## src/rtl/gcr_read_pkg.sv

```systemverilog
package gcr_read_pkg;

  // Selects what the host read returns.
  typedef enum logic {
    RD_PLANE = 1'b0,
    RD_MATCH = 1'b1
  } rd_mode_e;

endpackage

```

## src/rtl/gcr_word_latch.sv

```systemverilog
module gcr_word_latch #(
  parameter int W = 32
) (
  input  logic         clk,
  input  logic         rst_n,
  input  logic         load,
  input  logic [W-1:0] d,
  output logic [W-1:0] q
);

  always_ff @(posedge clk or negedge rst_n) begin
    if (!rst_n)    q <= '0;
    else if (load) q <= d;
  end

endmodule

```

## src/rtl/gcr_plane_mux.sv

```systemverilog
module gcr_plane_mux #(
  parameter int PLANES = 4,
  parameter int PIX_W  = 8,
  localparam int MEM_W = PLANES * PIX_W,
  localparam int SEL_W = (PLANES > 1) ? $clog2(PLANES) : 1
) (
  input  logic [MEM_W-1:0] word,
  input  logic [SEL_W-1:0] sel,
  output logic [PIX_W-1:0] byte_out
);

  logic [PIX_W-1:0] planes [PLANES];

  for (genvar p = 0; p < PLANES; p++) begin : g_split
    assign planes[p] = word[p*PIX_W +: PIX_W];
  end

  always_comb begin
    byte_out = '0;
    for (int p = 0; p < PLANES; p++) begin
      if (sel == SEL_W'(p)) byte_out = planes[p];
    end
  end

endmodule

```

## src/rtl/gcr_color_cmp.sv

```systemverilog
module gcr_color_cmp #(
  parameter int PLANES = 4,
  parameter int PIX_W  = 8,
  localparam int MEM_W = PLANES * PIX_W
) (
  input  logic [MEM_W-1:0]  word,
  input  logic [PLANES-1:0] ref_color,
  input  logic [PLANES-1:0] care,
  output logic [PIX_W-1:0]  match
);

  // A pixel agrees when no cared plane differs from the reference.
  function automatic logic pix_agrees(input logic [PLANES-1:0] pix_color,
                                      input logic [PLANES-1:0] refc,
                                      input logic [PLANES-1:0] mask);
    logic [PLANES-1:0] hit;
    for (int p = 0; p < PLANES; p++) begin
      hit[p] = ~mask[p] | (pix_color[p] == refc[p]);
    end
    return &hit;
  endfunction

  for (genvar i = 0; i < PIX_W; i++) begin : g_pix
    logic [PLANES-1:0] pix_color;
    for (genvar p = 0; p < PLANES; p++) begin : g_gather
      assign pix_color[p] = word[p*PIX_W + i];
    end
    assign match[i] = pix_agrees(pix_color, ref_color, care);
  end

endmodule

```

## src/rtl/gcr_read_path.sv

```systemverilog
module gcr_read_path
  import gcr_read_pkg::*;
#(
  parameter int PLANES = 4,
  parameter int PIX_W  = 8,
  localparam int MEM_W = PLANES * PIX_W,
  localparam int SEL_W = (PLANES > 1) ? $clog2(PLANES) : 1
) (
  input  logic              clk,
  input  logic              rst_n,
  input  logic              rd_stb,
  input  logic [MEM_W-1:0]  mem_data,
  input  logic              read_mode,
  input  logic [SEL_W-1:0]  map_sel,
  input  logic [PLANES-1:0] cmp_color,
  input  logic [PLANES-1:0] care_mask,
  output logic [PIX_W-1:0]  host_rd_data,
  output logic [MEM_W-1:0]  latch_q
);

  rd_mode_e         mode;
  logic [PIX_W-1:0] plane_byte;
  logic [PIX_W-1:0] match_mask;
  logic [PIX_W-1:0] next_rd_data;
  logic             load_evt;

  assign mode     = rd_mode_e'(read_mode);
  assign load_evt = rd_stb;

  gcr_word_latch #(.W(MEM_W)) u_latch (
    .clk  (clk),
    .rst_n(rst_n),
    .load (load_evt),
    .d    (mem_data),
    .q    (latch_q)
  );

  gcr_plane_mux #(.PLANES(PLANES), .PIX_W(PIX_W)) u_mux (
    .word    (mem_data),
    .sel     (map_sel),
    .byte_out(plane_byte)
  );

  gcr_color_cmp #(.PLANES(PLANES), .PIX_W(PIX_W)) u_cmp (
    .word     (mem_data),
    .ref_color(cmp_color),
    .care     (care_mask),
    .match    (match_mask)
  );

  always_comb begin
    unique case (mode)
      RD_PLANE: next_rd_data = plane_byte;
      RD_MATCH: next_rd_data = match_mask;
      default:  next_rd_data = plane_byte;
    endcase
  end

  always_ff @(posedge clk or negedge rst_n) begin
    if (!rst_n)        host_rd_data <= '0;
    else if (load_evt) host_rd_data <= next_rd_data;
  end

endmodule

```

## config.mk

```make
export PLATFORM = sky130hd
export DESIGN_NAME = gcr_read_path
export DESIGN_NICKNAME = d
export VERILOG_FILES = /design/src/rtl/gcr_read_pkg.sv /design/src/rtl/gcr_word_latch.sv /design/src/rtl/gcr_plane_mux.sv /design/src/rtl/gcr_color_cmp.sv /design/src/rtl/gcr_read_path.sv
export SDC_FILE = /design/constraint.sdc
export NUM_CORES = 1
export LEC_CHECK = 0
export CAP_MARGIN = 20
export CORE_UTILIZATION = 47
export CTS_BUF_LIST = sky130_fd_sc_hd__clkbuf_4
export DETAILED_ROUTE_END_ITERATION = 8
export GPL_ROUTABILITY_DRIVEN = 0
export PLACE_DENSITY = 0.88
export SYNTH_ARGS = -nofsm -noshare
export SYNTH_HDL_FRONTEND = slang
export SYNTH_HIERARCHICAL = 1
export SYNTH_SLANG_ARGS = --single-unit
```

## constraint.sdc

```tcl
create_clock -name clk -period 0.8 [get_ports clk]
set_input_delay 0.16 -clock clk [delete_from_list [all_inputs] [get_ports clk]]
set_output_delay 0.16 -clock clk [all_outputs]
set_load 0.1 [all_outputs]
```

==> summary.md <==
| Metric | Value |
|---|---|
| Status | `complete, but fails checks` |
| Failing checks | `negative setup slack` |
| IR drop worst, VDD | `1.22 mV` |
| Cts bufs inserted | `5` |
| Final Hold Fails | `0` |
| Yosys top cell area share | `40.8%` |
| Max clock buf depth | `2` |
| Worst hold path type | `in -> reg` |
| Port buffer count | `85` |
| DP HPWL | `5590 um` |
| Die Height | `74.2 um` |
| Layout cell share with drive strength beyond 1 | `77.9%` |
| First-pass GRT wire length | `12,200 um` |
| Met3 Use GR | `5.28%` |
| Yosys warning count | `6` |
| Top cells by area, synth | `dfrtp_1 41%, mux2_4 18%, xor2_1 11%` |
| Clock skew | `0 ns` |
| Final cycle utilization of the critical path | `155%` |
| Min Tclk post-route | `1.24 ns` |
| Worst Path Arrival | `1.08 ns` |
| Vias in the first global route | `2,182` |
| # diodes | `0` |
| Max Clk Rate | `807 MHz` |
| Initial antenna violation count | `0` |
| Part of the Yosys area used for sequential elements | `40.8%` |
| Unrepaired setup endpoints after global routing | `true` |
| Initial DRT Pass Iterations | `4` |
| Die Wd | `74.2 um` |
| CTS sink count | `40` |
| Clock Root Buffer | `clkbuf_4` |
| Setup TNS Final | `-21.06 ns` |
| Gr usage total | `31.1%` |
| Max-cap violations | `0` |
| Worst path buffer plus inverter count | `1` |
| Number of synthesized register bits | `40` |
| Syn Inst Count | `169` |
| Met1 usage | `41.2%` |
| Initial Utilization | `50.3%` |
| Met2 usage | `51.2%` |
| Top Usage Layer GRT | `met2` |
| Power Density | `1870 nW/um^2` |
| Endpoint class of the critical path | `output port` |
| Area leader, netlist | `dfrtp_1` |
| Area Growth Syn to Fin | `74.8%` |
| Final WS setup | `-0.439 ns` |
| Crit-path max FO | `2` |
| Rows | `25` |
| Final setup fails | `80` |
| Crit-path cells | `buf_12` |
| CTS tree | `done` |
| Critical Path RT | `0.64 ns` |
| Flop2flop setup slack | `-0.22 ns` |
| Worst slack, placed | `-0.979 ns` |
| Critical path's largest stage delay | `0.53 ns` |
| Starting DRC count in detailed routing | `159` |
| Core area | `4880 sq um` |
| Clk slew on worst S/H paths | `0.13 ns` |
| Via count | `2,018` |
| Critical path type | `reg -> out` |
| Cell Area, Synth | `2450 sq um` |
| Top delay family on crit path | `flip-flops` |
| Latest clock arrival within the worst-skew pair | `0.36 ns` |
| Remaining Overflow, GRT | `0` |
| Nets | `325` |
| Syn Area/Cell | `14.5 sq um` |
| DRC errors left | `0` |
| Slew Viols, Final | `0` |
| Vias/cell | `5.82` |
| Post-DRT Antenna Nets | `0` |
| Io pins | `86` |
| P_leak | `1.89 nW` |
| Max_slew headroom | `76.8%` |
| CTS HTree Levels | `2` |
| Worst-margin pin slew | `0.347 ns` |
| Largest net degree at the start of global routing | `41` |
| Startpoint types | `flip-flop` |
| Routed WL | `8630 um` |
| Die area | `5510 sq um` |
| Crit-path slowest cell | `dfrtp_4` |
| Unique masters post-synth | `17` |
| Syn nets | `215` |
| Routed len/inst | `24.9 um` |
logic make-up (layout without fill, tap and decap cells):
family,Yosys count,count (layout),synth area share (%)
compound gates,24,24,9.54
xor+xnor,32,32,11.4
buf+inv,17,128,7.09
flops,40,40,40.8
mux,48,48,29.9
simple gates,8,8,1.22
per-layer routing:
layer | vias to the layer above | routed length (um)
met5 | - | 0
met2 | 128 | 4400
met4 | 0 | 214
li1 | 821 | -
met3 | 26 | 636
met1 | 1043 | 3380
power by group:
group	internal [mW]	switching, mW
Sequential	2.39	0.293
Clock	0.407	0.722
Combinational	1.74	2.48
Total	4.53	3.50
final timing paths:
path                                      start         endpoint  cells past startpoint
worst max register to register    u_latch/q[22]    u_latch/q[22]                      2
max in group asynchronous                 rst_n    u_latch/q[15]                      3
min in group asynchronous                 rst_n     u_latch/q[6]                      3
worst min-delay path               mem_data[28]    u_latch/q[28]                      2
worst max-delay path            host_rd_data[7]  host_rd_data[7]                      1
worst min register to register    u_latch/q[31]    u_latch/q[31]                      1
flip-flops by register name, summed over array words and instances (netlist names):
register	flops
host_rd_data	8
u_latch/q	32
stage by stage:
step	util (%)	hold slack [ns]	instance area, sq um	std cells	power (mW)
after floorplan	-	-0.136	2650	169	5.06
after global placement	82.4	0.143	4020	331	6.58
after detailed placement	82.4	0.145	4020	331	6.68
after CTS	85.5	0.0989	4170	345	7.81
after global routing	87.8	0.0215	4290	347	8.21
final	87.8	0.0398	4290	347	8.03
cells in the final DEF (no fill, tap or decap), drive strengths merged:
cell type,instances
mux2,32
dlygate4sd3,1
clkdlybuf4s15,3
mux4,8
dlymetal6s2s,1
nor2,8
dlygate4sd2,7
a21oi,8
buf,88
xor2,32
clkbuf,27
dfrtp,40
clkinv,1
a22o,8
mux2i,8
a221oi,8
Yosys cell counts, drive strengths merged:
| cell type | count |
|---|---|
| xor2 | 32 |
| a21oi | 8 |
| buf | 14 |
| nor2 | 8 |
| a221oi | 8 |
| mux4 | 8 |
| mux2i | 8 |
| dfrtp | 40 |
| a22o | 8 |
| clkbuf | 3 |
| mux2 | 32 |
layout make-up:
class                   instances  area (sq um)
repair buffers                120          1550
multi-input cells             112          1440
flip-flops and latches         40          1150
fillers                       208           593
well taps                      67          83.8
clock buffers                   7          52.6
clock inverters                 1          3.75
timing repair:
action,4_1_cts,5_1_grt
setup buffers,5,8
gates resized for setup,94,99
hold buffers,1,0
pin swaps,11,23
cloned,0,0
hold endpoints to repair,40,0
endpoints found under the setup margin,80,80
Power figures use the tool's default switching activity.
